<file path="config.mk">
export PLATFORM = sky130hd
export DESIGN_NAME = pps_punct_serializer
export DESIGN_NICKNAME = d
export VERILOG_FILES = /design/src/rtl/pps_pkg.sv /design/src/rtl/pps_frame_store.sv /design/src/rtl/pps_sequencer.sv /design/src/rtl/pps_punct_serializer.sv
export SDC_FILE = /design/constraint.sdc
export NUM_CORES = 1
export LEC_CHECK = 0
export ABC_AREA = 1
export BUFFER_PORTS_ARGS = -buffer_cell sky130_fd_sc_hd__buf_2
export CAP_MARGIN = 15
export CORE_UTILIZATION = 55
export CTS_CLUSTER_DIAMETER = 30
export DETAILED_ROUTE_END_ITERATION = 7
export MAX_ROUTING_LAYER = met4
export PLACE_DENSITY = 0.71
export SYNTH_ARGS = -nofsm -noshare
export SYNTH_HDL_FRONTEND = slang
export SYNTH_SLANG_ARGS = --single-unit
</file>
<file path="constraint.sdc">
create_clock -name clk -period 4.1 [get_ports clk]
set_input_delay 0 -clock clk [delete_from_list [all_inputs] [get_ports clk]]
set_output_delay 0 -clock clk [all_outputs]
set_load 0.02 [all_outputs]
</file>
<file path="src/rtl/pps_pkg.sv">
package pps_pkg;

    typedef enum logic [2:0] {
        RATE_1_3 = 3'd0,
        RATE_2_5 = 3'd1,
        RATE_1_2 = 3'd2,
        RATE_2_3 = 3'd3,
        RATE_3_4 = 3'd4,
        RATE_4_5 = 3'd5,
        RATE_6_7 = 3'd6
    } rate_e;

    typedef enum logic [1:0] {
        SEC_SYS  = 2'd0,
        SEC_YPAR = 2'd1,
        SEC_WPAR = 2'd2
    } sect_e;

    // One stored couple index: bit 1 of each field is the first member
    typedef struct packed {
        logic [1:0] sys;
        logic [1:0] ypar;
        logic [1:0] wpar;
    } slot_t;

    // W survives only at the two lowest rates
    function automatic logic w_active(rate_e r);
        return (r == RATE_1_3) || (r == RATE_2_5);
    endfunction

    function automatic logic [2:0] y_stride(rate_e r);
        case (r)
            RATE_2_3: return 3'd2;
            RATE_3_4: return 3'd3;
            RATE_4_5: return 3'd4;
            RATE_6_7: return 3'd6;
            default:  return 3'd1;
        endcase
    endfunction

    function automatic logic [2:0] w_stride(rate_e r);
        return (r == RATE_2_5) ? 3'd2 : 3'd1;
    endfunction

    function automatic sect_e first_sect(logic par_first);
        return par_first ? SEC_YPAR : SEC_SYS;
    endfunction

    function automatic sect_e final_sect(logic par_first, logic w_on);
        if (par_first) return SEC_SYS;
        return w_on ? SEC_WPAR : SEC_YPAR;
    endfunction

    // Successor for every section that is not the final one
    function automatic sect_e next_sect(sect_e cur, logic w_on);
        case (cur)
            SEC_SYS:  return SEC_YPAR;
            SEC_YPAR: return w_on ? SEC_WPAR : SEC_SYS;
            default:  return SEC_SYS;
        endcase
    endfunction

endpackage

</file>
<file path="src/rtl/pps_frame_store.sv">
module pps_frame_store
    import pps_pkg::*;
#(
    parameter int DEPTH = 64,
    localparam int AW = $clog2(DEPTH)
) (
    input  logic          clk,
    input  logic          wr_en,
    input  logic          wr_w_en,
    input  logic [AW-1:0] wr_addr,
    input  slot_t         wr_slot,
    input  logic [AW-1:0] rd_addr,
    output slot_t         rd_slot
);

    logic [1:0] sys_mem [DEPTH];
    logic [1:0] y_mem   [DEPTH];
    logic [1:0] w_mem   [DEPTH];

    always_ff @(posedge clk) begin
        if (wr_en) begin
            sys_mem[wr_addr] <= wr_slot.sys;
            y_mem[wr_addr]   <= wr_slot.ypar;
        end
    end

    // Separate enable: W storage stays still when the rate discards W
    always_ff @(posedge clk) begin
        if (wr_en && wr_w_en) begin
            w_mem[wr_addr] <= wr_slot.wpar;
        end
    end

    always_comb begin
        rd_slot.sys  = sys_mem[rd_addr];
        rd_slot.ypar = y_mem[rd_addr];
        rd_slot.wpar = w_mem[rd_addr];
    end

endmodule

</file>
<file path="src/rtl/pps_sequencer.sv">
module pps_sequencer
    import pps_pkg::*;
#(
    parameter int LW = 7
) (
    input  logic          clk,
    input  logic          rst,
    input  logic          start,
    input  rate_e         rate,
    input  logic          par_first,
    input  logic [LW-1:0] len,
    output logic          busy,
    output sect_e         sect,
    output logic [LW-1:0] idx,
    output logic          last
);

    logic          w_on;
    logic [2:0]    stride;
    logic [LW+2:0] nxt;
    logic          end_sect;
    logic          is_final;

    always_comb begin
        w_on = w_active(rate);
        case (sect)
            SEC_YPAR: stride = y_stride(rate);
            SEC_WPAR: stride = w_stride(rate);
            default:  stride = 3'd1;
        endcase
        nxt      = {3'b000, idx} + (LW+3)'(stride);
        end_sect = nxt >= {3'b000, len};
        is_final = sect == final_sect(par_first, w_on);
        last     = busy && end_sect && is_final;
    end

    always_ff @(posedge clk) begin
        if (rst) begin
            busy <= 1'b0;
            sect <= SEC_SYS;
            idx  <= '0;
        end else if (start) begin
            busy <= 1'b1;
            sect <= first_sect(par_first);
            idx  <= '0;
        end else if (busy) begin
            if (end_sect) begin
                idx <= '0;
                if (is_final) begin
                    busy <= 1'b0;
                end else begin
                    sect <= next_sect(sect, w_on);
                end
            end else begin
                idx <= nxt[LW-1:0];
            end
        end
    end

endmodule

</file>
<file path="src/rtl/pps_punct_serializer.sv">
module pps_punct_serializer
    import pps_pkg::*;
#(
    parameter int MAX_N = 64,
    localparam int LW = $clog2(MAX_N + 1),
    localparam int AW = $clog2(MAX_N)
) (
    input  logic          clk,
    input  logic          rst,
    input  logic [2:0]    cfg_rate,
    input  logic          cfg_order,
    input  logic [LW-1:0] cfg_len,
    input  logic          in_valid,
    output logic          in_ready,
    input  logic [1:0]    in_sys,
    input  logic [1:0]    in_y,
    input  logic [1:0]    in_w,
    output logic          out_valid,
    output logic [1:0]    out_couple,
    output logic          out_last
);

    logic [LW-1:0] load_cnt;
    rate_e         rate_q;
    logic          order_q;
    logic [LW-1:0] len_q;

    logic          busy;
    sect_e         sect;
    logic [LW-1:0] idx;
    logic          last;

    logic          accept;
    logic          use_live;
    rate_e         rate_eff;
    logic          order_eff;
    logic [LW-1:0] len_eff;
    logic          frame_done;
    logic          w_store_we;
    slot_t         wr_slot;
    slot_t         rd_slot;

    always_comb begin
        in_ready   = !busy;
        accept     = in_valid && in_ready;
        use_live   = (load_cnt == '0) && !busy;
        rate_eff   = use_live ? rate_e'(cfg_rate) : rate_q;
        order_eff  = use_live ? cfg_order : order_q;
        len_eff    = use_live ? cfg_len : len_q;
        frame_done = accept && (({1'b0, load_cnt} + 1'b1) == {1'b0, len_eff});
        w_store_we = accept && w_active(rate_eff);
        wr_slot    = '{sys: in_sys, ypar: in_y, wpar: in_w};
    end

    always_ff @(posedge clk) begin
        if (rst) begin
            load_cnt <= '0;
            rate_q   <= RATE_1_3;
            order_q  <= 1'b0;
            len_q    <= '0;
        end else if (accept) begin
            if (use_live) begin
                rate_q  <= rate_e'(cfg_rate);
                order_q <= cfg_order;
                len_q   <= cfg_len;
            end
            load_cnt <= frame_done ? '0 : load_cnt + 1'b1;
        end
    end

    pps_frame_store #(.DEPTH(MAX_N)) u_store (
        .clk     (clk),
        .wr_en   (accept),
        .wr_w_en (w_active(rate_eff)),
        .wr_addr (load_cnt[AW-1:0]),
        .wr_slot (wr_slot),
        .rd_addr (idx[AW-1:0]),
        .rd_slot (rd_slot)
    );

    pps_sequencer #(.LW(LW)) u_seq (
        .clk       (clk),
        .rst       (rst),
        .start     (frame_done),
        .rate      (rate_eff),
        .par_first (order_eff),
        .len       (len_eff),
        .busy      (busy),
        .sect      (sect),
        .idx       (idx),
        .last      (last)
    );

    always_comb begin
        case (sect)
            SEC_YPAR: out_couple = rd_slot.ypar;
            SEC_WPAR: out_couple = rd_slot.wpar;
            default:  out_couple = rd_slot.sys;
        endcase
        out_valid = busy;
        out_last  = last;
    end

endmodule

</file>
; ---- After elaboration in Yosys (flattened, before gate mapping)
; Memory sizes are Yosys's and may differ from the RTL's. A register that Yosys moved wholly into a read port is not among the register bits.
; Cells that the tools add are included.
[classes]
add_sub_neg = 3
order_cmp = 1
n_eq_ne = 10
mux = 34
reduce_logical = 15
[ops]
columns = op, n
row1 = $mux W6, 6
row2 = $mux W7, 3
row3 = $mux W2, 9
row4 = $pmux W3 S4, 1
row5 = $mux W1, 11
row6 = $ge A10 B7 Y1, 1
row7 = $eq A3 B3 Y1 const B, 3
row8 = $add A7 B1 Y8 const B, 1
row9 = $add A7 B3 Y8, 1
row10 = $eq A8 B7 Y1, 1
row11 = $pmux W2 S2, 2
row12 = $add A7 B1 Y7 const B, 1
row13 = $logic_not A7 Y1, 1
row14 = $logic_and A1 B1 Y1, 6
row15 = $pmux W3 S2, 1
row16 = $reduce_bool A2 Y1, 2
row17 = $eq A3 B1 Y1 const B, 1
row18 = $eq A3 B2 Y1 const B, 1
row19 = $logic_not A3 Y1, 1
row20 = $mux W3, 1
row21 = $reduce_and A3 Y1, 1
row22 = $eq A2 B1 Y1 const B, 1
row23 = $eq A2 B2 Y1, 1
row24 = $eq A2 B2 Y1 const B, 1
row25 = 5 further kinds, 5
[totals]
reg_bits = 28
mem_bits_rw = 384
input_bits = 20
out_inout_bits = 5
word_cells = 73
n_memories = 3
[mem_list]
columns = name, depth, word_bits, read_ports, rd_clocked_by_memory_dff, write_ports, line_no
row1 = u_store.sys_mem, 64, 2, 1, 1, 1, pps_frame_store.sv:16  ; logic [1:0] sys_mem [DEPTH];
row2 = u_store.w_mem, 64, 2, 1, 1, 1, pps_frame_store.sv:18  ; logic [1:0] w_mem [DEPTH];
row3 = u_store.y_mem, 64, 2, 1, 1, 1, pps_frame_store.sv:17  ; logic [1:0] y_mem [DEPTH];

; ---- Depth between registers and ports, before layout
; Gate-level depths: netlist of run 1.
[logic_depth]
ltp_word = 12
depth_mapped = 33
depth_no_buf = 32

; ---- Hierarchy
; From an unflattened synthesis of run 1, not the netlist that was laid out.
[hier_totals]
hier_cells = 1849
area_unflattened_um2 = 18534.0
[modules_own_cells]
columns = module, n_inst, cells_per_inst, area_per_inst_um2, seq_area_each_um2
row1 = pps_frame_store, 1, 1464, 16174.3, 11531.1
row2 = pps_punct_serializer, 1, 243, 1418.9, 360.3
row3 = pps_sequencer, 1, 142, 940.9, 200.2

; ---- Least setup slack after synthesis of run 1
; Ideal clock, no wire load.
[synth_timing]
kind = register to register
start = register load_cnt[0]
end = register u_seq.sect[1]
setup_ns = 0.114
t_arrival_ns = 3.592
required_time_ns = 3.986
path_slack_ns = 0.394
stages_incl_launch_ff = 33
path_buffers = 1
synth_period_minus_slack_ns = 3.706
path_cell_list = dfxtp_1 clkinv_1 ha_1 nand2_4 nor2_8 nand2_4 buf_8 nand2_2 nand2_4 nand2_2 inv_2 nand2_1 a21oi_1 nand2_1 ha_1 fa_1 nand2_1 nand2_1 nand2_1 xor2_1 inv_1 ha_1 nand2_1 inv_1 nand2_1 nand2_1 nand2_1 nand2_1 nand2_1 nor2_1 nand2_1 nand2_1 nor2_2
[synth_via]
elab_chain_cells = 11
elab_cells_between_ends = 34
classes_between = add/sub (2) / order compare (1) / eq/ne (8) / mux (15) / reduce/logical (8)
[synth_lines]
columns = element, line_no
row1 = start: declaration, pps_punct_serializer.sv:23  ; logic [LW-1:0] load_cnt;
row2 = start signal: assignment, pps_punct_serializer.sv:67  ; load_cnt <= frame_done ? '0 : load_cnt + 1'b1;
row3 = "parallel branches: the longest is 11 deep, another holds $ge A10 B7 Y1", --
row4 = end signal: assignment, pps_sequencer.sv:44  ; sect <= first_sect(par_first);
row5 = end signal: assignment, pps_sequencer.sv:52  ; sect <= next_sect(sect, w_on);
row6 = end: declaration, pps_sequencer.sv:13  ; output sect_e sect,
; Several ways; the timed one is not identified. The select of a mux whose other input is x is not followed.
; A chain may end at the register's enable or synchronous reset.

; ---- Worst setup path after layout of run 1
[layout_timing]
start = register load_cnt[1]
end = output port out_last
[layout_via]
elab_chain_cells = 10
elab_cells_between_ends = 23
classes_between = add/sub (1) / order compare (1) / eq/ne (6) / mux (9) / reduce/logical (6)
[layout_lines]
columns = element, line_no
row1 = $logic_not A7 Y1 (*), pps_punct_serializer.sv:46  ; use_live = (load_cnt == '0) && !busy;
row2 = $logic_and A1 B1 Y1 (*), pps_punct_serializer.sv:46
row3 = $mux W3, --
row4 = "$eq A3 B3 Y1, or another cell as far along", pps_pkg.sv:32  ; case (r)
row5 = $pmux W3 S4 / $mux W2 (equally long branches), "pps_pkg.sv:32, pps_pkg.sv:42"
row6 = $pmux W3 S2, pps_sequencer.sv:26  ; case (sect)
row7 = $add A7 B3 Y8, pps_sequencer.sv:31  ; nxt = {3'b000, idx} + (LW+3)'(stride);
row8 = $ge A10 B7 Y1, pps_sequencer.sv:32  ; end_sect = nxt >= {3'b000, len};
row9 = $logic_and A1 B1 Y1, pps_sequencer.sv:34  ; last = busy && end_sect && is_final;
row10 = $logic_and A1 B1 Y1 (*), pps_sequencer.sv:34
row11 = end: declaration, pps_punct_serializer.sv:20  ; output logic out_last
; Mark *: on every way between the ends. The rest lies on a longest branch, timed or not.

==> qor.txt, run 1 <==
===============================================================================================
Status                                                                             finished clean
Chip Height                                                                              186 µm
Number of setup violations in the final report                                                0
FF-to-FF path depth                                                                          32
Setup CP Type                                                                      flop to primary output
Clock input transition at the sequential cells of the worst setup and hold paths          40 ps
Largest net degree at the start of global routing                                           106
Crit path arrival time                                                                  3970 ps
Total length of routed wires                                                            47.0 mm
Number of antenna violations at the first check in global routing                             0
Floorplan row count                                                                          67
Post-synthesis instance area                                                          18600 µm²
Total GRT Usage                                                                           28.4%
Synth Instances                                                                            1791
Via count of the first global-routing pass                                                13400
Area Overhead vs Synth                                                                    19.4%
Total negative slack for setup checks                                                      0 ps
Cell with the biggest individual delay on the critical path                        sky130_fd_sc_hd__fa_2
Largest clock skew in the final design                                                  23.0 ps
Final weighted congestion in routability-driven placement                                 0.885
Final setup margin                                                                       134 ps
Diodes inserted                                                                               0
Average detailed-routed wire length per instance                                        19.9 µm
Count of vias placed by the detailed router                                               13800
Number of primary I/O pins                                                                   25
Post-synthesis sequential area ratio                                                      65.5%
Total congestion overflow                                                                     0
Final routed DRC violation total                                                              0
Core Box Area                                                                         33400 µm²
Post-synthesis cell type with the largest combined area                            sky130_fd_sc_hd__edfxtp_1
Min Clock Period, post-route                                                            3970 ps
Die Wd                                                                                   186 µm
Async S/R FF share, synth                                                                    0%
Req. time, crit path                                                                    4100 ps
Seq cells post-synth                                                                        418
Mean post-synth cell area                                                              10.4 µm²
Static Leak                                                                          0.00836 µW
Worst r2r dst                                                                      u_seq.sect[1]$_SDFFE_PP0P_
Die area                                                                              34600 µm²
First-pass GRT wire length                                                              71.5 mm
Count of yosys warnings during synthesis                                                      0
Most common cell in the netlist                                                    sky130_fd_sc_hd__nand2_1
Max-slew headroom                                                                         21.8%
Total of buffers placed on input and output ports                                            24
Count of distinct cell types in the synthesized netlist                                      40
Pre-CTS WS                                                                             -25.1 ps
Worst hold path type                                                               input pin to flop
H-tree lvl count                                                                              3
Number of nets with antenna violations after routing                                          0
Hold path endpoint                                                                 len_q[1]$_SDFFE_PP0P_
Number of enable flip-flop cells after synthesis                                            384
CTS tree                                                                                    yes
Clock sink total                                                                            418
Longest Clk Path Bufs                                                                         3
Per-cell via count in the routed design                                                    5.84
Hold path start                                                                      cfg_len[1]
Category of the worst setup path capture point                                     primary output
Master cell of the clock root buffer                                               sky130_fd_sc_hd__clkbuf_16
Fraction of the core area covered by cells at the end of the flow                         66.6%
Detailed-routing iteration count for the pre-antenna-repair pass                              6
Layout Nets                                                                                1881
Worst reg-to-reg setup slack                                                             210 ps
Commonest cells post-synth                                                         sky130_fd_sc_hd__nand2_1, sky130_fd_sc_hd__edfxtp_1, sky130_fd_sc_hd__nand3_1
Launching point of the worst reg2reg path                                          load_cnt[1]$_SDFFE_PP0P_
First DRT Iteration DRCs                                                                   1327
Source-to-sink clock delay at the later pin of the worst-skew pair                       600 ps
Leading register cell type out of synthesis                                        sky130_fd_sc_hd__edfxtp_1
Largest vdd supply drop                                                                0.356 mV
Critical Path Start Type                                                                   flop
Post-DP HPWL                                                                            25.6 mm
Slowest stage delay, CP                                                                  370 ps
Total CTS buffers                                                                            82
Mapped Nets                                                                                1828
Hold Path Depth                                                                               6
Layout cell share with drive strength beyond 1                                            15.2%
Highest Clock Rate                                                                    0.252 GHz
Pin slew with the least headroom to its limit                                           1170 ps
Area share of the largest cell type after synthesis                                       61.9%
Setup repair after global routing missed its margin                                        true
Count of final max-slew check failures                                                        0
Initial standard-cell utilization of the core                                             55.7%
PwrDens                                                                              539 nW/µm²
Period utilisation layout                                                                 96.7%
Delay-heaviest family, CP                                                          simple AND/OR/NAND/NOR gates
Number of hold-slack violations in the final timing report                                    0
CP Max Fanout                                                                                 7
Top cells by area in the synthesized netlist                                       sky130_fd_sc_hd__edfxtp_1, sky130_fd_sc_hd__nand2_1, sky130_fd_sc_hd__nand3_1
Number of violations of the max-capacitance limit                                             0
Buffers and inverters on the worst path                                                       4
===============================================================================================
-- cells in the final DEF (no fill, tap or decap), types with 14 or more instances in the layout --
cell type and count:
sky130_fd_sc_hd__nand2_1 493, sky130_fd_sc_hd__edfxtp_1 384, sky130_fd_sc_hd__nand3_1 225, sky130_fd_sc_hd__nor2_1 144, sky130_fd_sc_hd__a21oi_1 88, sky130_fd_sc_hd__clkbuf_16 84
sky130_fd_sc_hd__nor3_1 62, sky130_fd_sc_hd__inv_1 57, sky130_fd_sc_hd__buf_4 46, sky130_fd_sc_hd__o21ai_0 36, sky130_fd_sc_hd__o31ai_1 30, sky130_fd_sc_hd__dfxtp_1 30
sky130_fd_sc_hd__buf_2 23, sky130_fd_sc_hd__inv_6 14, sky130_fd_sc_hd__ha_1 14, sky130_fd_sc_hd__clkinv_2 14
-- where the power goes --
group          switching [µW]  internal [µW]  leakage (µW)  total, µW
Clock                    2250           4520       0.00138       6780
Sequential               11.5           4680       0.00373       4690
Combinational             377            148       0.00325        525
Total                    2640           9360       0.00836      12000
-- through the flow --
step / cells / cell area, µm² / hold WS, ps / total power [µW]
after global routing: 2360 / 22300 / 86.1 / 12300
after floorplan: 1791 / 18600 / 98.9 / 5070
final: 2360 / 22300 / 25.9 / 12000
after global placement: 2181 / 19100 / 381 / 5220
after CTS: 2348 / 22100 / 4.99 / 12000
after detailed placement: 2181 / 19100 / 398 / 5230
-- area by class of cell --
type	count	area (µm²)
tap	448	561
clock inverter	62	711
multi-input combinational	1183	5690
clock buffer	90	2120
sequential	418	12200
fill	2440	11200
timing repair buffer	84	652
inverter	75	307
-- sequential cells by signal, indices dropped and copies added (netlist names), named ones only --
signal           cells
u_store.y_mem      128
rate_q               3
u_store.w_mem      128
load_cnt             7
u_seq.busy           1
u_store.sys_mem    128
order_q              1
u_seq.sect           2
u_seq.idx            7
len_q                7
-- per-layer routing --
layer	GRT usage [%]	vias to the layer above	wire, µm
met2	45.3	613	23100
li1	-	6375	-
met3	4.50	101	3490
met4	11.4	0	1190
met5	-	-	0
met1	36.6	6703	19300
-- worst register-to-register path, delay by kind of cell (launching register included) --
kind / cells / cell delay, ps
and+or+nand+nor: 19 / 1520
adders and majority gates: 4 / 980
buffers and inverters: 5 / 450
DFF: 1 / 330
AOI/OAI and AO/OA: 3 / 330
xor gates and xnor gates: 1 / 140
-- cells by family after synthesis --
family	count (synthesis)	synth area share, %
XOR/XNOR	8	0.376
AND/OR/NAND/NOR	976	22.7
flip-flops	418	65.5
AO/OA/AOI/OAI	182	5.64
adder cells (fa/ha/maj)	17	1.18
buffers and inverters	190	4.56
-- worst max path at each step --
stage | end | depth (start not counted) | slack (ps) | start
after floorplan | u_seq.sect[1]$_SDFFE_PP0P_ | 32 | 390 | load_cnt[0]$_SDFFE_PP0P_
after global placement | flop | 24 | 170 | load_cnt[1]$_SDFFE_PP0P_
after detailed placement | u_seq.idx[4]$_SDFFE_PP0P_ | 24 | -30 | load_cnt[1]$_SDFFE_PP0P_
after CTS | out_last | 26 | 20 | load_cnt[1]$_SDFFE_PP0P_
after global routing | out_last | 28 | -110 | load_cnt[1]$_SDFFE_PP0P_
final | out_last | 28 | 130 | load_cnt[1]$_SDFFE_PP0P_
-- repair_timing --
item | in CTS | in global routing
endpoints found under the hold margin | 17 | 0
hold buffers | 10 | 0
resized for setup | 7 | 33
cloned | 0 | 0
endpoints found under the setup margin | 9 | 16
pin swaps | 2 | 17
buffers inserted | 5 | 12
No activity file was read; power rests on OpenSTA's default activity.
==> run 2: changes to the inputs <==
SYNTH_HIERARCHICAL = 1   (was default)
==> qor.txt, run 2 <==
===============================================================================================
Post-synthesis sequential area ratio                                                      65.2%
Number of setup violations in the final report                                                1
Area share of the largest cell type after synthesis                                       62.2%
Total of buffers placed on input and output ports                                            24
Leading cell types in the layout, fill and taps excluded                           sky130_fd_sc_hd__nand2_1, sky130_fd_sc_hd__edfxtp_1, sky130_fd_sc_hd__nand3_1
Crit path arrival time                                                                  4200 ps
Count of vias placed by the detailed router                                               14000
Seq cells post-synth                                                                        412
Fraction of the core area covered by cells at the end of the flow                         66.8%
Static Leak                                                                          0.00821 µW
Final weighted congestion in routability-driven placement                                 0.855
Setup repair after global routing missed its margin                                        true
Most common cell in the netlist                                                    sky130_fd_sc_hd__nand2_1
Number of primary I/O pins                                                                   25
Die Wd                                                                                   186 µm
Count of final max-slew check failures                                                        0
Synth Instances                                                                            1849
Master cell of the clock root buffer                                               sky130_fd_sc_hd__clkbuf_16
Via count of the first global-routing pass                                                13800
Cell area after placement                                                             19000 µm²
Layout cell share with drive strength beyond 1                                            12.8%
Pin slew with the least headroom to its limit                                           1150 ps
Biggest registers after layout                                                     u_store/sys_mem: 128 flops, u_store/w_mem: 128 flops, u_store/y_mem: 128 flops
Final setup margin                                                                      -101 ps
CP Max Fanout                                                                                 8
Post-synthesis cell type with the largest combined area                            sky130_fd_sc_hd__edfxtp_1
Req. time, crit path                                                                    4100 ps
Top cells by area in the synthesized netlist                                       sky130_fd_sc_hd__edfxtp_1, sky130_fd_sc_hd__nand2_1, sky130_fd_sc_hd__nand3_1
Largest net degree at the start of global routing                                           193
Layout Nets                                                                                1944
Diodes inserted                                                                               0
Initial standard-cell utilization of the core                                             56.4%
Source-to-sink clock delay at the later pin of the worst-skew pair                       580 ps
Floorplan row count                                                                          66
Final routed DRC violation total                                                              0
Category of the worst setup path capture point                                     primary output
Total length of routed wires                                                            47.1 mm
Number of antenna violations at the first check in global routing                             0
Number of hold-slack violations in the final timing report                                    0
Largest vdd supply drop                                                                0.526 mV
Multi-input gate area in the final layout                                              5730 µm²
Total CTS buffers                                                                            78
Commonest cells post-synth                                                         sky130_fd_sc_hd__nand2_1, sky130_fd_sc_hd__edfxtp_1, sky130_fd_sc_hd__nand3_1
CTS tree                                                                                    yes
H-tree lvl count                                                                              3
Critical Path Start Type                                                                   flop
Tot Pwr                                                                                11300 µW
Area Overhead vs Synth                                                                    18.4%
Core Box Area                                                                         32900 µm²
Period utilisation layout                                                                  102%
Pre-CTS WS                                                                              50.3 ps
Count of yosys warnings during synthesis                                                      6
Detailed-routing iteration count for the pre-antenna-repair pass                              6
Highest Clock Rate                                                                    0.238 GHz
Mean post-synth cell area                                                              10.0 µm²
Status                                                                             finished, violations left
Worst hold path type                                                               input pin to flop
Cell area after layout                                                                21900 µm²
PwrDens                                                                              514 nW/µm²
Per-cell via count in the routed design                                                    5.79
Total negative slack for setup checks                                                   -101 ps
Count of distinct cell types in the synthesized netlist                                      34
Leading cell type in the layout, fill and taps excluded                            sky130_fd_sc_hd__nand2_1
Clock input transition at the sequential cells of the worst setup and hold paths          50 ps
Post-synthesis instance area                                                          18500 µm²
Die area                                                                              34400 µm²
Async S/R FF share, synth                                                                    0%
First DRT Iteration DRCs                                                                   1734
Total GRT Usage                                                                           29.2%
Violated checks                                                                    setup timing
Min Clock Period, post-route                                                            4200 ps
Largest clock skew in the final design                                                  31.1 ps
Chip Height                                                                              186 µm
First-pass GRT wire length                                                              73.7 mm
Mapped Nets                                                                                1887
Number of violations of the max-capacitance limit                                             0
Number of nets with antenna violations after routing                                          0
Layout fillers                                                                             2501
Number of enable flip-flop cells after synthesis                                            384
Clock sink total                                                                            412
Average detailed-routed wire length per instance                                        19.5 µm
Leading register cell type out of synthesis                                        sky130_fd_sc_hd__edfxtp_1
Setup CP Type                                                                      flop to primary output
Area taken by flip-flops and latches                                                  12100 µm²
Total congestion overflow                                                                     0
Longest Clk Path Bufs                                                                         3
Max-slew headroom                                                                         23.4%
Post-DP HPWL                                                                            26.4 mm
===============================================================================================
run 2: changes by cell type after synthesis, moves of 7 or more:
cell / delta
sky130_fd_sc_hd__o31ai_1: -30
sky130_fd_sc_hd__nor3_1: +10
sky130_fd_sc_hd__buf_2: +34
sky130_fd_sc_hd__buf_6: -7
sky130_fd_sc_hd__nor2_1: -57
sky130_fd_sc_hd__nand2_1: +100
sky130_fd_sc_hd__clkbuf_1: -36
sky130_fd_sc_hd__a21oi_1: -56
sky130_fd_sc_hd__nand3_1: +138
sky130_fd_sc_hd__o211ai_1: -11
sky130_fd_sc_hd__o21ai_0: -16
sky130_fd_sc_hd__inv_1: +25
run 2: layer usage:
| layer | global-route usage (%) | vias to the layer above | wire, µm |
|---|---|---|---|
| li1 | - | 6486 | - |
| met1 | 37.4 | 6676 | 18900 |
| met2 | 46.3 | 671 | 22700 |
| met3 | 5.46 | 117 | 4080 |
| met4 | 11.3 | 0 | 1490 |
| met5 | - | - | 0 |
run 2: path summary, 6_finish.rpt:
check	depth (start not counted)	endpoint	from	slack [ps]
worst min register to register	2	load_cnt[6]$_SDFFE_PP0P_	load_cnt[6]$_SDFFE_PP0P_	500
worst max register to register	29	u_seq/sect[1]$_SDFFE_PP0P_	load_cnt[1]$_SDFFE_PP0P_	170
worst max-delay path	25	out_last	load_cnt[1]$_SDFFE_PP0P_	-100
worst min-delay path	2	u_store/sys_mem[6][0]$_DFFE_PP_	in_sys[0]	130
run 2: critical path, stage by stage (launching register included):
cell and delay, ps:
sky130_fd_sc_hd__dfxtp_2 340, sky130_fd_sc_hd__inv_2 50, sky130_fd_sc_hd__ha_4 160, sky130_fd_sc_hd__nand2_4 70, sky130_fd_sc_hd__nor2_4 40, sky130_fd_sc_hd__nand2_4 70, sky130_fd_sc_hd__clkinvlp_4 220, sky130_fd_sc_hd__o21ai_4 300
sky130_fd_sc_hd__a21oi_2 100, sky130_fd_sc_hd__o21ai_2 90, sky130_fd_sc_hd__nand3_1 100, sky130_fd_sc_hd__nand2_1 70, sky130_fd_sc_hd__ha_2 180, sky130_fd_sc_hd__inv_2 40, sky130_fd_sc_hd__fa_2 390, sky130_fd_sc_hd__o21bai_4 190
sky130_fd_sc_hd__nand3_2 100, sky130_fd_sc_hd__xor2_1 210, sky130_fd_sc_hd__inv_2 80, sky130_fd_sc_hd__ha_4 270, sky130_fd_sc_hd__and3_4 190, sky130_fd_sc_hd__nand2_4 60, sky130_fd_sc_hd__nand2_4 70, sky130_fd_sc_hd__nand2_4 50
sky130_fd_sc_hd__nor2_4 80, sky130_fd_sc_hd__buf_6 120
run 2: area by class of cell:
class / instances / share of cell area, %
Clock buffer: 92 / 9.33
Clock inverter: 50 / 2.21
Inverter: 94 / 1.64
Multi-Input combinational cell: 1237 / 26.1
Sequential cell: 412 / 55.1
Tap cell: 442 / 2.52
Timing Repair Buffer: 83 / 3.03
run 2: kinds of logic after synthesis:
| family | after synthesis | synth area share [%] |
|---|---|---|
| AO/OA/AOI/OAI | 63 | 1.80 |
| XOR/XNOR | 6 | 0.324 |
| adder cells (fa/ha/maj) | 18 | 1.26 |
| buffers and inverters | 200 | 4.66 |
| flip-flops | 412 | 65.2 |
| AND/OR/NAND/NOR | 1150 | 26.7 |
run 2: repair_timing:
item                                    CTS  global route
cloned                                    0             0
pin swaps                                16            13
endpoints found under the hold margin    42             0
resized for setup                        30            23
hold buffers                             15             0
setup buffers                            12             3
endpoints found under the setup margin    1            11
run 2: per-stage QoR:
step	hold slack (ps)	cells
after global routing	135	2410
final	130	2410
after detailed placement	414	2238
after global placement	410	2238
after floorplan	69.1	1849
after CTS	124	2407
run 2: report_power, final:
part / leakage, µW / switching (µW) / total (µW) / internal [µW]
registers: 0.00369 / 11.6 / 4640 / 4630
clock network: 0.00122 / 2100 / 6060 / 3960
logic: 0.00330 / 416 / 586 / 170
total: 0.00821 / 2530 / 11300 / 8760
==> run 3: changes to the inputs <==
PLACE_DENSITY = 0.81   (was 0.71)
==> qor.txt, run 3 (same netlist as run 2, synthesis figures left out) <==
===============================================================================================
Status                                                                             finished, violations left
Violated checks                                                                             DRC
First DRT Iteration DRCs                                                                   2196
Source-to-sink clock delay at the later pin of the worst-skew pair                       590 ps
CP Max Fanout                                                                                 8
Total length of routed wires                                                            50.1 mm
Total GRT Usage                                                                           30.4%
H-tree lvl count                                                                              3
Layout cell share with drive strength beyond 1                                            12.8%
FF-to-FF path depth                                                                          31
Critical Path Start Type                                                                   flop
Setup CP Type                                                                      flop to primary output
Biggest registers after layout                                                     u_store/sys_mem: 128 flops, u_store/w_mem: 128 flops, u_store/y_mem: 128 flops
Via count of the first global-routing pass                                                14400
Final weighted congestion in routability-driven placement                                 0.882
Multi-input gate area in the final layout                                              5730 µm²
Cell area after placement                                                             19000 µm²
Highest Clock Rate                                                                    0.246 GHz
Area taken by flip-flops and latches                                                  12100 µm²
Worst r2r dst                                                                      u_seq/idx[6]$_SDFFE_PP0P_
Largest net degree at the start of global routing                                           193
Layout Nets                                                                                1945
Chip Height                                                                              186 µm
Placed Cells                                                                               2239
Final routed DRC violation total                                                              8
Per-cell via count in the routed design                                                    6.09
Average detailed-routed wire length per instance                                        20.8 µm
Number of primary I/O pins                                                                   25
Longest Clk Path Bufs                                                                         3
Sequential fraction of design power                                                       41.0%
Clock sink total                                                                            412
Total congestion overflow                                                                     0
Number of hold-slack violations in the final timing report                                    0
Area Overhead vs Synth                                                                    18.7%
Count of final max-slew check failures                                                        0
Leading cell type in the layout, fill and taps excluded                            sky130_fd_sc_hd__nand2_1
Floorplan row count                                                                          66
Period utilisation layout                                                                 99.3%
Sw frac                                                                                   23.1%
Number of nets with antenna violations after routing                                          0
Hold path endpoint                                                                 u_store/sys_mem[53][1]$_DFFE_PP_
Setup repair after global routing missed its margin                                        true
Number of violations of the max-capacitance limit                                             0
Master cell of the clock root buffer                                               sky130_fd_sc_hd__clkbuf_16
Pin slew with the least headroom to its limit                                           1210 ps
First-pass GRT wire length                                                              76.5 mm
Layout fillers                                                                             2241
CTS tree                                                                                    yes
Worst hold path type                                                               input pin to flop
Detailed-routing iteration count for the pre-antenna-repair pass                              8
Leading cell types in the layout, fill and taps excluded                           sky130_fd_sc_hd__nand2_1, sky130_fd_sc_hd__edfxtp_1, sky130_fd_sc_hd__nand3_1
Total of buffers placed on input and output ports                                            24
Internal Dissipation                                                                    8690 µW
Total CTS buffers                                                                            71
Launching point of the worst reg2reg path                                          load_cnt[0]$_SDFFE_PP0P_
Number of setup violations in the final report                                                0
Fraction of the core area covered by cells at the end of the flow                         66.9%
Die Wd                                                                                   186 µm
Cell area after layout                                                                22000 µm²
Largest vdd supply drop                                                                0.475 mV
Relative contribution of the clock network to total power                                 53.7%
Largest clock skew in the final design                                                  40.8 ps
Static Leak                                                                          0.00822 µW
Crit path arrival time                                                                  4070 ps
Hold path start                                                                       in_sys[1]
Switching power of the nets                                                             2610 µW
PwrDens                                                                              514 nW/µm²
Max-slew headroom                                                                         19.1%
Category of the worst setup path capture point                                     primary output
Die area                                                                              34400 µm²
Number of antenna violations at the first check in global routing                             2
Post-DP HPWL                                                                            26.4 mm
Req. time, crit path                                                                    4100 ps
Count of vias placed by the detailed router                                               14700
Worst reg-to-reg setup slack                                                              60 ps
Combinational Power Share                                                                  5.3%
Min Clock Period, post-route                                                            4070 ps
Clock input transition at the sequential cells of the worst setup and hold paths          50 ps
Initial standard-cell utilization of the core                                             56.4%
Final std cells w/o fill                                                                   2409
Hold Path Depth                                                                               2
Core Box Area                                                                         32900 µm²
===============================================================================================
## run 3: cell type report
type | instances | area share (%)
Inverter | 94 | 1.65
Clock buffer | 77 | 8.22
Sequential cell | 412 | 55.0
Timing Repair Buffer | 91 | 3.32
Clock inverter | 54 | 3.21
Multi-Input combinational cell | 1237 | 26.1
Antenna cell | 2 | 0.0227
Tap cell | 442 | 2.51
## run 3: critical path, cell delays in order (launching register included)
cell and delay [ps]:
sky130_fd_sc_hd__dfxtp_2 330, sky130_fd_sc_hd__inv_2 70, sky130_fd_sc_hd__ha_4 150, sky130_fd_sc_hd__nand2_4 60, sky130_fd_sc_hd__nor2_4 150, sky130_fd_sc_hd__nand2_4 100
sky130_fd_sc_hd__inv_8 110, sky130_fd_sc_hd__nand2_4 60, sky130_fd_sc_hd__o21ai_4 120, sky130_fd_sc_hd__a21oi_2 110, sky130_fd_sc_hd__o21ai_2 80, sky130_fd_sc_hd__nand3_1 100
sky130_fd_sc_hd__nand2_1 70, sky130_fd_sc_hd__ha_2 180, sky130_fd_sc_hd__inv_2 40, sky130_fd_sc_hd__fa_2 390, sky130_fd_sc_hd__o21bai_4 170, sky130_fd_sc_hd__nand3_2 90
sky130_fd_sc_hd__xor2_2 190, sky130_fd_sc_hd__inv_2 80, sky130_fd_sc_hd__ha_4 270, sky130_fd_sc_hd__and3_4 160, sky130_fd_sc_hd__nand2_2 50, sky130_fd_sc_hd__nand2_2 80
sky130_fd_sc_hd__nand2_2 80, sky130_fd_sc_hd__nor2_4 110, sky130_fd_sc_hd__buf_6 120
## run 3: power groups by stage
| stage | registers [µW] | logic (µW) | clock network, µW |
|---|---|---|---|
| 2_1_floorplan | 4710 | 307 | 0 |
| 3_3_place_gp | 4710 | 490 | 0 |
| 3_5_place_dp | 4710 | 502 | 0 |
| 4_1_cts | 4630 | 540 | 6100 |
| 5_1_grt | 4630 | 641 | 6290 |
| 6_report | 4640 | 596 | 6070 |
## run 3: per-stage QoR
step | worst slack (ps) | TNS [ps] | total power (µW) | hold WS (ps)
finish | 28.1 | 0 | 11300 | 113
global route | -134 | -207 | 11600 | 130
CTS | 12.4 | 0 | 11300 | 112
detailed placement | 98.0 | 0 | 5220 | 381
global placement | 247 | 0 | 5200 | 378
floorplan | 5.85 | 0 | 5020 | 69.1
## run 3: what timing repair did
item,CTS,global route
buffers inserted,16,5
pin swaps,5,14
setup endpoints to repair,1,10
hold buffers,17,0
endpoints found under the hold margin,31,0
resized for setup,13,40
## run 3: worst max path at each step
stage,depth (start not counted),endpoint,slack (ps),start
after floorplan,26,out_last,6,load_cnt[0]$_SDFFE_PP0P_
after global placement,26,u_seq/idx[6]$_SDFFE_PP0P_,250,load_cnt[0]$_SDFFE_PP0P_
after detailed placement,26,u_seq/idx[6]$_SDFFE_PP0P_,100,load_cnt[0]$_SDFFE_PP0P_
after CTS,32,u_seq/idx[6]$_SDFFE_PP0P_,10,load_cnt[0]$_SDFFE_PP0P_
after global routing,26,out_last,-130,load_cnt[0]$_SDFFE_PP0P_
final,26,out_last,30,load_cnt[0]$_SDFFE_PP0P_
## run 3: per-layer routing
metal	wire, µm	global-route usage (%)	share of wire, %	vias to the layer above
li1	-	-	-	6469
met1	17600	36.8	35	6874
met2	24200	48.6	48	1108
met3	5980	6.20	12	224
met4	2400	15.2	4.8	0
met5	0	-	0	-
